--- src/rtl/dbnc_pkg.sv ---
`timescale 1ns/1ps
package dbnc_pkg;
  localparam int unsigned DB_NUM_TIMERS = 3;
  localparam int unsigned DB_SEL_W      = 2;

  typedef enum logic [DB_SEL_W-1:0] {
    DB_SEL_OFF = 2'd0,
    DB_SEL_T0  = 2'd1,
    DB_SEL_T1  = 2'd2,
    DB_SEL_T2  = 2'd3
  } db_sel_e;
endpackage

--- src/rtl/dbnc_period_file.sv ---
`timescale 1ns/1ps
module dbnc_period_file #(
  parameter int unsigned AW = 4,
  parameter int unsigned PW = 32,
  parameter int unsigned NT = dbnc_pkg::DB_NUM_TIMERS
) (
  input  logic                   clk,
  input  logic                   rst_n,
  input  logic                   wr_i,
  input  logic [AW-1:0]          addr_i,
  input  logic [PW-1:0]          wdata_i,
  output logic [PW-1:0]          rdata_o,
  output logic [NT-1:0][PW-1:0]  per_o
);
  localparam int unsigned WIDX_W = AW - 2;

  logic [WIDX_W-1:0] widx;
  logic              hit;

  assign widx = addr_i[AW-1:2];
  assign hit  = (addr_i[1:0] == 2'b00) && (int'(widx) < int'(NT));

  for (genvar t = 0; t < NT; t++) begin : g_reg
    always_ff @(posedge clk or negedge rst_n) begin
      if (!rst_n)
        per_o[t] <= '0;
      else if (wr_i && hit && (int'(widx) == t))
        per_o[t] <= wdata_i;
    end
  end

  always_comb begin
    rdata_o = '0;
    for (int t = 0; t < int'(NT); t++)
      if (hit && (int'(widx) == t))
        rdata_o = per_o[t];
  end


  wr_lands_chk: assert property (@(posedge clk) disable iff (!rst_n)
    (wr_i && hit) |=> per_o[$past(widx)] == $past(wdata_i));


  wr_unmapped_chk: assert property (@(posedge clk) disable iff (!rst_n)
    (wr_i && !hit) |=> $stable(per_o));
endmodule

--- src/rtl/dbnc_lane.sv ---
`timescale 1ns/1ps
module dbnc_lane #(
  parameter int unsigned PW = 32
) (
  input  logic                          clk,
  input  logic                          rst_n,
  input  logic                          raw_i,
  input  logic [dbnc_pkg::DB_SEL_W-1:0] sel_i,
  input  logic [PW-1:0]                 period_i,
  output logic                          flt_o
);
  import dbnc_pkg::*;

  logic                out_q;
  logic [PW-1:0]       cnt_q;
  logic [DB_SEL_W-1:0] sel_q;
  logic [PW:0]         cnt_nxt;
  logic                byp;
  logic                sel_chg;
  logic                diff;

  assign byp     = (sel_i == DB_SEL_OFF) || (period_i == '0);
  assign sel_chg = (sel_i != sel_q);
  assign diff    = (raw_i != out_q);
  assign cnt_nxt = {1'b0, cnt_q} + (PW+1)'(1);

  always_ff @(posedge clk or negedge rst_n) begin
    if (!rst_n) begin
      out_q <= 1'b0;
      cnt_q <= '0;
      sel_q <= DB_SEL_OFF;
    end else begin
      sel_q <= sel_i;
      if (byp) begin
        out_q <= raw_i;
        cnt_q <= '0;
      end else if (sel_chg || !diff) begin
        cnt_q <= '0;
      end else if (cnt_nxt >= {1'b0, period_i}) begin
        out_q <= raw_i;
        cnt_q <= '0;
      end else begin
        cnt_q <= cnt_nxt[PW-1:0];
      end
    end
  end

  assign flt_o = (rst_n && byp) ? raw_i : out_q;


  hold_when_equal_chk: assert property (@(posedge clk) disable iff (!rst_n)
    (!byp && !diff) |=> $stable(out_q));


  cnt_follows_diff_chk: assert property (@(posedge clk) disable iff (!rst_n)
    (cnt_q != '0) |-> $past(raw_i != out_q));


  sel_change_restart_chk: assert property (@(posedge clk) disable iff (!rst_n)
    (!byp && sel_chg) |=> (cnt_q == '0 && $stable(out_q)));
endmodule

--- src/rtl/dbnc_shared_top.sv ---
`timescale 1ns/1ps
module dbnc_shared_top #(
  parameter int unsigned N_PINS = 8,
  parameter int unsigned AW     = 4,
  parameter int unsigned PW     = 32
) (
  input  logic              clk,
  input  logic              rst_n,
  input  logic              reg_wr,
  input  logic [AW-1:0]     reg_addr,
  input  logic [PW-1:0]     reg_wdata,
  output logic [PW-1:0]     reg_rdata,
  input  logic [N_PINS-1:0] pin_sel_hi,
  input  logic [N_PINS-1:0] pin_sel_lo,
  input  logic [N_PINS-1:0] pin_raw,
  output logic [N_PINS-1:0] pin_flt
);
  import dbnc_pkg::*;

  localparam int unsigned NT = DB_NUM_TIMERS;

  logic [NT-1:0][PW-1:0] per;

  dbnc_period_file #(.AW(AW), .PW(PW), .NT(NT)) regs_i (
    .clk     (clk),
    .rst_n   (rst_n),
    .wr_i    (reg_wr),
    .addr_i  (reg_addr),
    .wdata_i (reg_wdata),
    .rdata_o (reg_rdata),
    .per_o   (per)
  );

  for (genvar g = 0; g < N_PINS; g++) begin : g_pin
    logic [DB_SEL_W-1:0] idx;
    logic [PW-1:0]       sel_per;

    assign idx = {pin_sel_hi[g], pin_sel_lo[g]};

    always_comb begin
      case (idx)
        DB_SEL_T0: sel_per = per[0];
        DB_SEL_T1: sel_per = per[1];
        DB_SEL_T2: sel_per = per[2];
        default:   sel_per = '0;
      endcase
    end

    dbnc_lane #(.PW(PW)) lane_i (
      .clk      (clk),
      .rst_n    (rst_n),
      .raw_i    (pin_raw[g]),
      .sel_i    (idx),
      .period_i (sel_per),
      .flt_o    (pin_flt[g])
    );
  end
endmodule

--- config.mk ---
export PLATFORM = sky130hd
export DESIGN_NAME = dbnc_shared_top
export DESIGN_NICKNAME = d
export VERILOG_FILES = /design/src/rtl/dbnc_pkg.sv /design/src/rtl/dbnc_period_file.sv /design/src/rtl/dbnc_lane.sv /design/src/rtl/dbnc_shared_top.sv
export SDC_FILE = /design/constraint.sdc
export NUM_CORES = 1
export LEC_CHECK = 0
export ABC_AREA = 1
export BUFFER_PORTS_ARGS = -buffer_cell sky130_fd_sc_hd__buf_4
export CAP_MARGIN = 10
export CORE_AREA = 2 2 254 256
export CTS_BUF_LIST = sky130_fd_sc_hd__clkbuf_4 sky130_fd_sc_hd__clkbuf_8
export DETAILED_ROUTE_END_ITERATION = 7
export DIE_AREA = 0 0 256 258
export PLACE_DENSITY_LB_ADDON = 0.05
export SKIP_CTS_REPAIR_TIMING = 1
export SLEW_MARGIN = 15
export SYNTH_ARGS = -nofsm -noshare
export SYNTH_HDL_FRONTEND = slang
export SYNTH_SLANG_ARGS = --single-unit
--- constraint.sdc ---
create_clock -name clk -period 3.65 [get_ports clk]
set_clock_uncertainty 0.15 [all_clocks]
set_input_delay 0.365 -clock clk [delete_from_list [all_inputs] [get_ports clk]]
set_output_delay 0.365 -clock clk [all_outputs]
set_load 0.005 [all_outputs]
==> reports/qor.csv, run 1 <==
metric,value,unit
Tot Pwr,14.3,mW
Most common cell on crit path,nor2_1,
main combinational cell family by area after synthesis,simple AND/OR/NAND/NOR gates,
worst endpoint required time,3.13,ns
dpl ws,-0.0184,ns
post-route minimum period,3.57,ns
Syn Nets,5118,
Nets,5427,
IO Count,103,
Synth area leaders,"dfrtp_1 (30%), nand2_1 (13%), nor2_1 (13%)",
Via density,5.57,
Min Hold Slack,0.0357,ns
crit path cell chain,inv_1 -> nor2_1 -> nor3_1 -> nand2_1 -> nor2_1 -> nand2_1 -> nor2_1 -> nand3_1 -> o21ai_0 -> buf_4,
root buffer cell,clkbuf_8,
worst setup margin,0.0766,ns
worst skew pair latency,0.70,ns
CTS sink count,376,
Post-Synthesis Cells,4791,
RSZ-0062 raised after global routing,yes,
die height,258,um
Post-synth top cells,"nand2_1 (1081), nor2_1 (1074), inv_1 (644)",
Leak,19.1,nW
ANT nets after route,0,
Synth Area in XOR/XNOR,0.0623,
CORE AREA,63600,sq um
first-pass GRT wire length,183000,um
die area,66000,sq um
Syn. warnings,0,
Max-slew headroom,0.506,
worst-path maximum fanout,7,
WL final,127000,um
Yosys top cell by area,dfrtp_1,
Final HPWL DP,92300,um
CTS Buf Count,73,
most numerous cell in the Yosys netlist,nand2_1,
initial antenna violation count,4,
clock-pin slew on the worst setup and hold paths,0.06,ns
Die Width,256,um
Post-synth EDFFs,0,
row cnt,93,
Clock Path Buffers,3,
vias in the first global route,30100,
Synth Area in Compound Gates,0.100,
Post-Synth Adder-Cell Area,0.105,
port bufs,102,
CP peak stage delay,0.48,ns
period utilization,0.979,
"delay-heaviest family, CP",simple AND/OR/NAND/NOR gates,
P&R area growth vs syn,19.5,%
Worst setup SP type,flop,
Remaining DRCs,2,
mux contribution to synthesized area,0,
overall routing resource usage,0.365,
Max Fclk,0.280,GHz
CTS tree,built,
top-area cell type share of the netlist area,0.299,
average cell area after synthesis,6.57,sq um
CP bufs+invs,2,
GR Overflow Total,0,
max-capacitance violation count,0,
proportion of layout cells with a drive suffix above 1,0.135,
Initial Util,0.495,
Final Slew Violations,0,
wire per inst,21.1,um
Simple-Gate Fraction of Synth Area,0.331,
Yosys cell types,43,
CP max-delay cell,nor3_1,
initial DRC count,4111,
DP Area,33900,sq um
final design area excluding fillers,37600,sq um
First-pass DRT Iterations,8,
largest net degree at the start of global routing,65,
H-tree depth,3,
Slew @ Worst Pin,0.740,ns
final setup violation count,0,
final hold vios,0,
crit path DAT,3.06,ns
routability cong.,1.04,
PwrDens,381,nW/um^2
"Seq/Total Area, Yosys",0.299,
Post-synth ARST share,1.00,
min-delay worst type,input pin to flop,
status,finished with violations,
routed vias,33500,
ys flop type,dfrtp_1,
failing checks,design-rule violations,
peak supply drop,0.000349,V
Synth Register Bits,376,
CP Capture Type,primary output,
worst setup path category,flop to primary output,
area of the mapped netlist,31500,sq um
[path summary, 6_finish.rpt]
path                                                from                        end  slack (ns)  cells after the start
worst max-delay path                    regs_i.per_o[92]                 pin_flt[4]        0.08                     10
worst min-delay path                       pin_sel_hi[4]      g_pin[4].lane_i.out_q        0.04                      6
worst max register to register  g_pin[4].lane_i.cnt_q[1]  g_pin[4].lane_i.cnt_q[30]        0.13                     23
worst min register to register          regs_i.per_o[55]           regs_i.per_o[55]        0.34                      2
max in group asynchronous                          rst_n           regs_i.per_o[89]        1.36                      5
min in group asynchronous                          rst_n           regs_i.per_o[95]        0.55                      3
[layer usage]
metal	global-route usage	share of wire	vias to the layer above
met5	0	0.00042	-
met4	0.177	0.057	2
met3	0.0927	0.10	423
met2	0.546	0.42	1665
met1	0.492	0.42	15500
li1	-	-	15900
[placed cells by master, fill, tap and decap left out, types with 9 or more instances in the layout]
| cell | n |
|---|---|
| a21o_1 | 10 |
| a21oi_1 | 129 |
| buf_12 | 12 |
| buf_4 | 279 |
| clkbuf_4 | 20 |
| clkbuf_8 | 91 |
| clkinv_1 | 13 |
| clkinvlp_4 | 57 |
| dfrtp_1 | 370 |
| dlygate4sd3_1 | 59 |
| ha_1 | 258 |
| inv_1 | 585 |
| inv_2 | 10 |
| nand2_1 | 1052 |
| nand2_2 | 33 |
| nand3_1 | 147 |
| nand3_2 | 9 |
| nand4_1 | 83 |
| nor2_1 | 1012 |
| nor2_2 | 49 |
| nor2_4 | 26 |
| nor3_1 | 97 |
| nor3_2 | 12 |
| nor4_1 | 16 |
| o21ai_0 | 204 |
| o221ai_1 | 32 |
| o22ai_1 | 151 |
| xnor2_1 | 62 |
| xor2_1 | 139 |
| xor2_2 | 20 |
[cells by family (layout without fill, tap and decap cells)]
logic type      Yosys count  after routing
compound gates          556            556
xor+xnor                224            224
fa+ha+maj               264            264
buf+inv                 793           1155
flops                   376            376
other cells               0              3
simple gates           2578           2578
[layout make-up]
cell class                 instances  area, sq um
multi-input combinational       3622        19700
clock inverter                    17          186
clock buffer                     111         1400
inverter                         661         2680
antenna                            3         7.51
tap                              855         1070
fill                            6204        26000
timing repair buffer             366         3210
sequential                       376         9420
[power by group]
group          switching (mW)  internal [mW]  total, mW
logic                    3.43           1.37       4.80
clock network            2.01           2.67       4.67
registers               0.426           4.42       4.85
[state kept, by name, summed over array words and instances (netlist names)]
signal and flops:
g_pin.lane_i.cnt_q 256, regs_i.per_o 96, g_pin.lane_i.sel_q 16, g_pin.lane_i.out_q 8
[tightest hold or removal path, stage by stage]
cell     delay [ns]
buf_4          0.13
xnor2_1        0.07
nand2_1        0.06
o21ai_0        0.08
nand3_1        0.08
nand2_1        0.05
[metrics by stage]
stage	setup TNS [ns]	cells	util
after floorplan	0	4791	-
after global placement	0	5774	0.533
after detailed placement	-0.110	5774	0.533
after CTS	-0.652	5902	0.558
after global routing	-5.01	6010	0.591
final	0	6011	0.591
Power figures use the tool's default switching activity.
==> inputs of run 2 (changes only) <==
Settings changed: HOLD_SLACK_MARGIN from default to 0.12.
==> run 2 against run 1 <==
The run still ends with design-rule violations left. Setup slack got worse by 0.047 ns. Clock-buffer cell count unchanged. Cell area about the same. Sequential cell count is the same. First-iteration DRC count fell by 1.6%. Cell count is the same. Combinational power about the same. Critical endpoint unchanged.
==> reports/qor.csv, run 2 (synthesis results as in run 1) <==
metric,value,unit
status,finished with violations,
failing checks,design-rule violations,
Final HPWL DP,92300,um
routability cong.,1.04,
routed vias,33500,
First-pass DRT Iterations,8,
worst setup path category,flop to primary output,
initial antenna violation count,4,
max reg flops,256,
P&R area growth vs syn,19.5,%
final setup violation count,0,
period utilization,0.992,
"most common cell after layout, fill and taps aside",nand2_1,
worst endpoint required time,3.13,ns
worst-path maximum fanout,7,
CTS tree,built,
initial DRC count,4047,
Leak,19.1,nW
final hold vios,0,
Slew @ Worst Pin,0.891,ns
final setup TNS,0,ns
most frequent cells in the layout,"nand2_1 (1052), nor2_1 (1012), inv_1 (585)",
CTS Buf Count,73,
GR Overflow Total,0,
die area,66000,sq um
PwrDens,381,nW/um^2
min-delay worst type,input pin to flop,
Remaining DRCs,8,
Worst setup SP type,flop,
filler cell count,6205,
WL final,127000,um
area occupied by multi-input gates,19700,sq um
Clock Path Buffers,3,
Regs by FF count,"g_pin.lane_i.cnt_q: 256 flops, regs_i.per_o: 96 flops, g_pin.lane_i.sel_q: 16 flops",
crit path DAT,3.10,ns
Initial Util,0.495,
Util after Layout,0.591,
overall routing resource usage,0.365,
Nets,5426,
wire per inst,21.1,um
Final Slew Violations,0,
Via density,5.57,
post-route minimum period,3.62,ns
vias in the first global route,30100,
H-tree depth,3,
clock-pin slew on the worst setup and hold paths,0.06,ns
root buffer cell,clkbuf_8,
Tot Pwr,14.3,mW
worst skew pair latency,0.70,ns
register area,9420,sq um
Die Width,256,um
first-pass GRT wire length,183000,um
Max Fclk,0.276,GHz
CP Capture Type,primary output,
CTS sink count,376,
RSZ-0062 raised after global routing,yes,
CORE AREA,63600,sq um
port bufs,102,
ANT nets after route,0,
proportion of layout cells with a drive suffix above 1,0.135,
largest net degree at the start of global routing,65,
max-capacitance violation count,0,
IO Count,103,
row cnt,93,
Max-slew headroom,0.404,
die height,258,um
peak supply drop,0.000349,V
Largest Register,g_pin.lane_i.cnt_q,
==> run 2: cell types whose count changed in the layout (fill, tap and decap cells not counted), sizes merged <==
cell	change
diode	+1
dlygate4sd3	-1
==> run 2: report_power, final <==
part           total, mW  internal (mW)  switching (mW)
Clock               4.68           2.67            2.01
Sequential          4.85           4.42           0.428
Combinational       4.80           1.37            3.43
Total               14.3           8.46            5.87
==> run 2: cell type report <==
cell class	instances	area share
Multi-Input combinational cell	3622	0.523
Clock inverter	17	0.00495
Timing Repair Buffer	365	0.0849
Clock buffer	111	0.0373
Antenna cell	4	0.000266
Inverter	661	0.0712
Tap cell	855	0.0284
Sequential cell	376	0.250
==> run 2: stage by stage <==
stage          hold WS (ns)  worst slack [ns]  std cells  cell area, sq um
4_1_cts              -0.621            -0.133       5902             35500
5_1_grt               0.141            -0.109       6009             37600
3_5_place_dp          0.126           -0.0184       5774             33900
3_3_place_gp          0.123             0.123       5774             33900
6_report             0.0336            0.0300       6011             37600
2_1_floorplan       -0.0806             0.278       4791             31500
==> run 2: final timing paths <==
path	from	endpoint	slack, ns	cells past startpoint
max	regs_i.per_o[92]	pin_flt[4]	0.03	10
min reg2reg	regs_i.per_o[26]	regs_i.per_o[26]	0.34	2
min in group asynchronous	rst_n	g_pin[4].lane_i.cnt_q[22]	0.29	3
max in group asynchronous	rst_n	g_pin[6].lane_i.cnt_q[12]	1.79	3
min	pin_sel_hi[4]	g_pin[4].lane_i.out_q	0.03	6
max reg2reg	g_pin[4].lane_i.cnt_q[1]	g_pin[4].lane_i.cnt_q[30]	0.14	23
==> run 2: routing by layer <==
layer	vias to the layer above	share of wire	global-route usage
met1	15500	0.42	0.492
met4	0	0.059	0.177
li1	15900	-	-
met2	1626	0.42	0.546
met3	425	0.10	0.0927
met5	-	0	0
==> run 2: worst max-delay path: stages (launching register included) <==
cell,delay (ns)
dfrtp_1,0.42
inv_1,0.33
nor2_1,0.10
nor3_1,0.51
nand2_1,0.12
nor2_1,0.11
nand2_1,0.09
nor2_1,0.13
nand3_1,0.13
o21ai_0,0.30
buf_4,0.18
